`src/rtl/i2s_slave_port.sv`:
```
module i2s_slave_port #(
  parameter int WORD_W = 16
) (
  input  logic              clk,
  input  logic              rst_n,
  input  logic              bclk_i,
  input  logic              adc_lrc_i,
  input  logic              adc_dat_i,
  input  logic              dac_lrc_i,
  output logic              dac_dat_o,
  input  logic [WORD_W-1:0] play_left_i,
  input  logic [WORD_W-1:0] play_right_i,
  output logic [WORD_W-1:0] rec_left_o,
  output logic [WORD_W-1:0] rec_right_o,
  output logic              rec_valid_o
);
  localparam int CNT_W = $clog2(WORD_W + 1);
  localparam logic [CNT_W-1:0] CNT_FULL = CNT_W'(WORD_W);

  logic [1:0] bclk_sy, alr_sy, adat_sy, dlr_sy;
  logic       bclk_q;

  always_ff @(posedge clk) begin
    if (!rst_n) begin
      bclk_sy <= '0;
      alr_sy  <= '0;
      adat_sy <= '0;
      dlr_sy  <= '0;
      bclk_q  <= 1'b0;
    end else begin
      bclk_sy <= {bclk_sy[0], bclk_i};
      alr_sy  <= {alr_sy[0], adc_lrc_i};
      adat_sy <= {adat_sy[0], adc_dat_i};
      dlr_sy  <= {dlr_sy[0], dac_lrc_i};
      bclk_q  <= bclk_sy[1];
    end
  end

  logic bclk_rise, bclk_fall;
  assign bclk_rise = bclk_sy[1] & ~bclk_q;
  assign bclk_fall = ~bclk_sy[1] & bclk_q;

  // Record path
  logic              rx_lr_q, rx_live, rx_have_left;
  logic [CNT_W-1:0]  rx_cnt;
  logic [WORD_W-1:0] rx_sh, rx_left_hold, rx_sh_nx;
  logic              rx_edge;

  assign rx_edge  = bclk_rise & (alr_sy[1] != rx_lr_q);
  assign rx_sh_nx = (rx_cnt != CNT_FULL) ? {rx_sh[WORD_W-2:0], adat_sy[1]} : rx_sh;

  always_ff @(posedge clk) begin
    if (!rst_n) begin
      rx_lr_q      <= 1'b0;
      rx_live      <= 1'b0;
      rx_have_left <= 1'b0;
      rx_cnt       <= CNT_FULL;
      rx_sh        <= '0;
      rx_left_hold <= '0;
      rec_left_o   <= '0;
      rec_right_o  <= '0;
      rec_valid_o  <= 1'b0;
    end else begin
      rec_valid_o <= 1'b0;
      if (bclk_rise) begin
        rx_lr_q <= alr_sy[1];
        rx_sh   <= rx_sh_nx;
        if (rx_edge) begin
          rx_cnt  <= '0;
          rx_live <= 1'b1;
          if (!rx_lr_q) begin
            rx_have_left <= rx_live;
            if (rx_live) rx_left_hold <= rx_sh_nx;
          end else begin
            rx_have_left <= 1'b0;
            if (rx_live && rx_have_left) begin
              rec_left_o  <= rx_left_hold;
              rec_right_o <= rx_sh_nx;
              rec_valid_o <= 1'b1;
            end
          end
        end else if (rx_cnt != CNT_FULL) begin
          rx_cnt <= rx_cnt + CNT_W'(1);
        end
      end
    end
  end

  // Play path
  logic              tx_lr_q;
  logic [CNT_W-1:0]  tx_cnt;
  logic [WORD_W-1:0] tx_sh, tx_right_hold;
  logic              tx_edge;

  assign tx_edge = bclk_rise & (dlr_sy[1] != tx_lr_q);

  always_ff @(posedge clk) begin
    if (!rst_n) begin
      tx_lr_q       <= 1'b0;
      tx_cnt        <= CNT_FULL;
      tx_sh         <= '0;
      tx_right_hold <= '0;
      dac_dat_o     <= 1'b0;
    end else begin
      if (bclk_rise) begin
        tx_lr_q <= dlr_sy[1];
        if (tx_edge) begin
          tx_cnt <= '0;
          if (!dlr_sy[1]) begin
            tx_sh         <= play_left_i;
            tx_right_hold <= play_right_i;
          end else begin
            tx_sh <= tx_right_hold;
          end
        end
      end
      if (bclk_fall) begin
        if (tx_cnt != CNT_FULL) begin
          dac_dat_o <= tx_sh[WORD_W-1];
          tx_sh     <= tx_sh << 1;
          tx_cnt    <= tx_cnt + CNT_W'(1);
        end else begin
          dac_dat_o <= 1'b0;
        end
      end
    end
  end

  assert_valid_single_R3: assert property (@(posedge clk) disable iff (!rst_n)
    rec_valid_o |=> !rec_valid_o);

  assert_valid_at_left_R3: assert property (@(posedge clk) disable iff (!rst_n)
    rec_valid_o |-> !rx_lr_q);

  assert_rec_hold_R10: assert property (@(posedge clk) disable iff (!rst_n)
    !rec_valid_o |-> ($stable(rec_left_o) && $stable(rec_right_o)));

  assert_dac_on_fall_R5: assert property (@(posedge clk) disable iff (!rst_n)
    !$stable(dac_dat_o) |-> $past(bclk_fall));

  assert_pad_zero_R7: assert property (@(posedge clk) disable iff (!rst_n)
    (bclk_fall && tx_cnt == CNT_FULL) |=> !dac_dat_o);
endmodule

```
`config.mk`:
```
export PLATFORM = sky130hd
export DESIGN_NAME = i2s_slave_port
export DESIGN_NICKNAME = d
export VERILOG_FILES = /design/src/rtl/i2s_slave_port.sv
export SDC_FILE = /design/constraint.sdc
export NUM_CORES = 1
export LEC_CHECK = 0
export ABC_AREA = 1
export BUFFER_PORTS_ARGS = -buffer_cell sky130_fd_sc_hd__buf_2
export CORE_ASPECT_RATIO = 1.4
export CORE_MARGIN = 2
export CORE_UTILIZATION = 35
export CTS_CLUSTER_DIAMETER = 120
export DETAILED_ROUTE_END_ITERATION = 8
export GPL_TIMING_DRIVEN = 1
export PLACE_DENSITY = 0.62
export SYNTH_ARGS = -nofsm -noshare
export SYNTH_HDL_FRONTEND = slang
export SYNTH_SLANG_ARGS = --single-unit
```
`constraint.sdc`:
```
create_clock -name clk -period 3.7 [get_ports clk]
set_input_delay 0.555 -clock clk [delete_from_list [all_inputs] [get_ports clk]]
set_output_delay 0.555 -clock clk [all_outputs]
set_load 0.02 [all_outputs]
```
==> results.json, run 1 <==
{
  "synth_area_um2": 5120,
  "clk_pin_slew_ns": 0.05,
  "p_per_area_nw_per_um2": 502,
  "timing.final.ws_setup_ns": 1.52,
  "worst_pin_slew_ns": 0.790,
  "wl_per_cell_um": 11.2,
  "crit_chain": "inv_1, ha_1, nand2_1, clkinv_1, nand2_2, nand2_1, nand2_1, nand3_1, nand2_1, nor2_1",
  "setup.worst_path.class": "flip-flop to flip-flop",
  "fin_cells": 1001,
  "postSynthAreaPerCell_um2": 6.91,
  "crit_top_cell": "nand2_1",
  "drt_iter0_drc": 155,
  "synth-edff-count": 0,
  "cts_resized": 0,
  "synth_seq_cells": 121,
  "synth_cell_types": 26,
  "root_buffer": "clkbuf_16",
  "async_reset_ff_share_pct": 0,
  "drc": 0,
  "vias_per_cell": 4.53,
  "final_area_um2": 6150,
  "place_inst": 969,
  "cts_buffers": 17,
  "critPathMaxFanout": 17,
  "maxCapViolCount": 0,
  "coreArea_um2": 14400,
  "place.gp.congestion": 0.802,
  "fmax_mhz": 459,
  "maxSlewViolCount": 0,
  "synth_warnings": 0,
  "grt_pass1_wl_um": 19200,
  "cts_tree": "built",
  "critPathCaptureType": "flip-flop",
  "fp-row-count": 52,
  "grt_overflow": 0,
  "grt_max_degree": 65,
  "crit_slowest_cell": "nand2_2",
  "worst-endpoint-required_ns": 4.00,
  "dpl-instance-area_um2": 5560,
  "pre_cts_ws_ns": 1.55,
  "drt-pass1-iter-count": 4,
  "chipWidth_um": 106,
  "synth_commonest_cells": "nand2_1, dfxtp_1, nor2_1, inv_1, nand3_1",
  "grt_pass1_vias": 4181,
  "yosysTopAreaCell": "dfxtp_1",
  "netlist.area_leader.share_pct": 47.3,
  "cp-start-kind": "flip-flop",
  "grt_use_total_pct": 15.2,
  "multiInputGateArea_um2": 2230,
  "drive_gt1_share_pct": 15.0,
  "fp.dieH_um": 147,
  "power_leakage_nw": 2.97,
  "route.vias.total": 4530,
  "layout_min_cycle_time_ns": 2.18,
  "syn_inst": 741,
  "pin_count": 72,
  "syn-num-nets": 783,
  "ir_worst_vdd_mv": 0.264,
  "finalSetupViolCount": 0,
  "start_util_pct": 35.6,
  "finalCritPeriodShare_pct": 58.9,
  "port_buffers": 71,
  "synthFlopType": "dfxtp_1",
  "die-area_um2": 15600,
  "yosysMostFrequentCell": "nand2_1",
  "timing.setup.tns_ns": 0,
  "cp.arrival_ns": 2.48,
  "filler_cell_count": 1550,
  "hold_viol": 0,
  "holdCritPathClass": "primary input to flip-flop",
  "cts_sinks": 121,
  "relSlewSlack_pct": 47.3,
  "syn2layout_area_growth_pct": 20.1,
  "ant_nets": 0,
  "clk_latency_ns": 0.41,
  "outcome": "finished, final reports clean",
  "cts_max_level": 4,
  "finalWirelength_um": 11200,
  "seq_area_um2": 2420,
  "critPathMaxStageDelay_ns": 0.45,
  "ys_seq_area_share_pct": 47.3,
  "rsz0062_at_grt": "false",
  "antenna_found_initial": 0,
  "finClkSkew_ns": 0.00931,
  "cts_setup_buffers": 0,
  "cp_num_buf_inv": 2,
  "power_w": 0.00308,
  "cts_hold_buf": 0,
  "cts_buffer_depth": 2,
  "dp_hpwl_um": 7560,
  "crit_family": "simple AND/OR/NAND/NOR gates",
  "final_nets": 841,
  "yosys-top-cells-area": "dfxtp_1, nand2_1, nor2_1",
  "n_antenna_cell": 0
}
per-stage QoR:
step	hold WS [ns]	util, %
floorplan	0.390	-
global placement	0.395	38.7
detailed placement	0.400	38.7
CTS	0.313	42.7
global route	0.342	42.7
finish	0.329	42.7
cells by family after synthesis:
group	after synthesis	share of synthesized area (%)
buf+inv	113	9.19
fa+ha+maj	4	0.978
simple gates	421	34.2
compound gates	80	7.92
flops	121	47.3
xor+xnor	2	0.342
report_power, final:
group	switching, W	internal (W)
combinational	0.0000930	0.0000484
sequential	0.0000106	0.00132
clock	0.000584	0.00102
total	0.000688	0.00240
state kept, by name, summed over array words and instances, names as in the netlist:
| signal | flops |
|---|---|
| rec_left_o | 16 |
| tx_sh | 16 |
| bclk_sy | 2 |
| rx_left_hold | 16 |
| rec_valid_o | 1 |
| alr_sy | 2 |
| tx_right_hold | 16 |
| dac_dat_o | 1 |
| rx_cnt | 5 |
| bclk_q | 1 |
| adat_sy | 2 |
| rx_lr_q | 1 |
| rx_have_left | 1 |
| rec_right_o | 16 |
| rx_live | 1 |
| tx_lr_q | 1 |
| rx_sh | 16 |
| tx_cnt | 5 |
| dlr_sy | 2 |
placed cells by master, fill, tap and decap left out, drive strengths merged, types with 2 or more instances in the layout:
master    instances
xnor2             2
buf              76
ha                4
o21ai            35
nand4            18
clkinvlp          4
a21oi            43
inv              75
clkbuf           21
clkinv            6
nor2            108
dfxtp           121
nand2           246
bufinv            2
nor3              2
nand3            46
worst min-delay path, stage by stage:
cell     delay [ns]
buf_2          0.07
nand2_1        0.04
inv_1          0.04
path summary, 6_finish.rpt:
| kind | cells after the start | slack (ns) | start | end |
|---|---|---|---|---|
| max | 10 | 1.52 | rx_cnt[0] | rx_cnt[3] |
| min | 3 | 0.33 | dac_lrc_i | dlr_sy[0] |
| max reg2reg | 10 | 1.52 | rx_cnt[0] | rx_cnt[3] |
| min reg2reg | 2 | 0.41 | alr_sy[0] | alr_sy[1] |
layout make-up:
type                            instances  share of cell area [%]
Sequential cell                       121                    39.4
Multi-Input combinational cell        507                    36.2
Clock buffer                           21                    7.49
Timing Repair Buffer                   76                    6.39
Inverter                               76                    4.64
Tap cell                              189                    3.85
Clock inverter                         11                    2.00
metal layers:
layer / vias up / part of all wire [%] / track usage, %
met5: - / 0 / 0
met4: 0 / 1.4 / 6.32
met1: 2016 / 43 / 16.3
met2: 74 / 52 / 28.0
met3: 14 / 3.4 / 3.59
li1: 2426 / - / -
(Power assumes the default switching activity.)
==> run 2: changes to the inputs <==
--- a/config.mk
+++ b/config.mk
@@ -13,7 +13,7 @@
 export CTS_CLUSTER_DIAMETER = 120
 export DETAILED_ROUTE_END_ITERATION = 8
 export GPL_TIMING_DRIVEN = 1
-export PLACE_DENSITY = 0.62
+export PLACE_DENSITY = 0.64
 export SYNTH_ARGS = -nofsm -noshare
 export SYNTH_HDL_FRONTEND = slang
 export SYNTH_SLANG_ARGS = --single-unit
==> constraint.sdc (replaced) <==
create_clock -name clk -period 1.9 [get_ports clk]
set_input_delay 0.285 -clock clk [delete_from_list [all_inputs] [get_ports clk]]
set_output_delay 0.285 -clock clk [all_outputs]
set_load 0.02 [all_outputs]
==> run 2 against run 1 <==
  * Design area up 1.5%
  * Hold slack worse by 0.26 ns
  * Setup slack worse by 1.3 ns
  * Non-clock buffer count up 11
  * Clock power up 92%
  * Maximum frequency up 33%
  * Combinational power up 100%
  * Via count down 0.33%
==> results.json, run 2 (synthesis results as in run 1) <==
{
  "timing.setup.tns_ns": 0,
  "cts_sinks": 121,
  "cts_resized": 0,
  "drc": 0,
  "cts_buffers": 17,
  "p_int_w": 0.00462,
  "cts_setup_buffers": 0,
  "cp.arrival_ns": 1.93,
  "fmax_mhz": 611,
  "start_util_pct": 35.6,
  "cp-start-kind": "flip-flop",
  "final_area_um2": 6240,
  "worst_pin_slew_ns": 0.469,
  "p_sw_share_pct": 22.6,
  "die-area_um2": 15600,
  "grt_pass1_wl_um": 19200,
  "rsz0062_at_grt": "false",
  "outcome": "finished, final reports clean",
  "n_antenna_cell": 0,
  "drt-pass1-iter-count": 4,
  "mostFrequentLayoutCell": "nand2_1",
  "p_per_area_nw_per_um2": 957,
  "critPathMaxStageDelay_ns": 0.35,
  "antenna_found_initial": 0,
  "hold_viol": 0,
  "drt_iter0_drc": 134,
  "setup.worst_path.class": "flip-flop to flip-flop",
  "root_buffer": "clkbuf_16",
  "dp_hpwl_um": 7690,
  "hold_depth": 3,
  "pin_count": 72,
  "layout_min_cycle_time_ns": 1.64,
  "cts_hold_buf": 0,
  "crit_chain": "inv_1, ha_1, nand2_1, clkinv_1, nand2_2, nand2_1, nand2_1, nand3_1, nand2_1, nor2_1",
  "critPathMaxFanout": 17,
  "pre_cts_ws_ns": 0.271,
  "crit_top_cell": "nand2_1",
  "grt_use_total_pct": 15.2,
  "r2r_start": "rx_cnt[0]",
  "rr_endpoint": "rx_cnt[3]",
  "dpl-instance-area_um2": 5670,
  "p_switching_w": 0.00135,
  "final_util_pct": 43.4,
  "finalSetupViolCount": 0,
  "relSlewSlack_pct": 68.7,
  "ir_worst_vdd_mv": 0.547,
  "filler_cell_count": 1530,
  "mostFrequentLayoutCells": "nand2_1, dfxtp_1, nor2_1",
  "drive_gt1_share_pct": 16.3,
  "coreArea_um2": 14400,
  "maxSlewViolCount": 0,
  "cts_buffer_depth": 2,
  "crit_slowest_cell": "dfxtp_1",
  "clk_pin_slew_ns": 0.05,
  "finalWirelength_um": 11100,
  "port_buffers": 71,
  "timing.final.ws_setup_ns": 0.262,
  "place.gp.congestion": 0.800,
  "fp.dieH_um": 147,
  "fp-row-count": 52,
  "p_seq_share_pct": 43.5,
  "worst-endpoint-required_ns": 2.20,
  "finClkSkew_ns": 0.00875,
  "holdCritPathClass": "primary input to flip-flop",
  "syn2layout_area_growth_pct": 21.9,
  "cts_tree": "built",
  "r2r_cells": 10,
  "final_nets": 852,
  "maxCapViolCount": 0,
  "p_comb_share_pct": 4.8,
  "wl_per_cell_um": 11.0,
  "route.vias.total": 4515,
  "cts_max_level": 4,
  "power_leakage_nw": 3.03,
  "clk_latency_ns": 0.41,
  "hold_start": "dac_lrc_i",
  "grt_overflow": 0,
  "ant_nets": 0,
  "hold_path_end": "dlr_sy[0]",
  "vias_per_cell": 4.47,
  "grt_pass1_vias": 4355,
  "finalCritPeriodShare_pct": 86.2,
  "grt_max_degree": 37,
  "critPathCaptureType": "flip-flop",
  "ff2ff_setup_slack_ns": 0.26,
  "chipWidth_um": 106,
  "clockPowerShare_pct": 51.7
}
-- run 2: metrics by stage --
step	power (W)	cells	hold WS [ns]
final	0.00597	1011	0.0645
after global routing	0.00620	1011	0.0586
after floorplan	0.00284	741	0.383
after global placement	0.00294	980	0.401
after detailed placement	0.00294	980	0.396
after CTS	0.00603	1011	0.0594
-- run 2: final cells by class --
cell class | count | area (µm²) | share of cell area [%]
clock buffer | 18 | 439 | 7.04
clock inverter | 13 | 130 | 2.09
inverter | 76 | 285 | 4.57
multi-input combinational | 507 | 2230 | 35.7
sequential | 121 | 2420 | 38.8
tap | 189 | 236 | 3.79
timing repair buffer | 87 | 500 | 8.02
-- run 2: metal layers --
layer / track usage (%) / up-vias / wire (µm)
met5: 0 / - / 0
met2: 28.7 / 85 / 5910
met1: 16.0 / 1975 / 4720
met4: 4.93 / 0 / 112
met3: 4.13 / 11 / 356
li1: - / 2444 / -
-- run 2: critical path, delay by kind of cell (launching register included) --
family        cells  cell delay, ns
flops             1            0.35
simple gates      7            0.83
fa+ha+maj         1            0.19
buf+inv           2            0.16
-- run 2: worst max path at each step --
stage	endpoint	from	cells past startpoint
after global routing	rx_cnt[3]	rx_cnt[2]	6
final	rx_cnt[3]	rx_cnt[0]	10
after detailed placement	rx_cnt[3]	rx_cnt[0]	10
after CTS	rx_cnt[3]	rx_cnt[0]	10
after global placement	rx_cnt[3]	rx_cnt[0]	10
after floorplan	rec_right_o[0]	rx_cnt[0]	11
-- run 2: power by group through the flow --
stage / Combinational (W) / Clock, W / Sequential, W
global placement: 0.000287 / 0 / 0.00265
floorplan: 0.000196 / 0 / 0.00265
global route: 0.000330 / 0.00326 / 0.00260
CTS: 0.000291 / 0.00314 / 0.00260
finish: 0.000286 / 0.00309 / 0.00260
detailed placement: 0.000289 / 0 / 0.00265
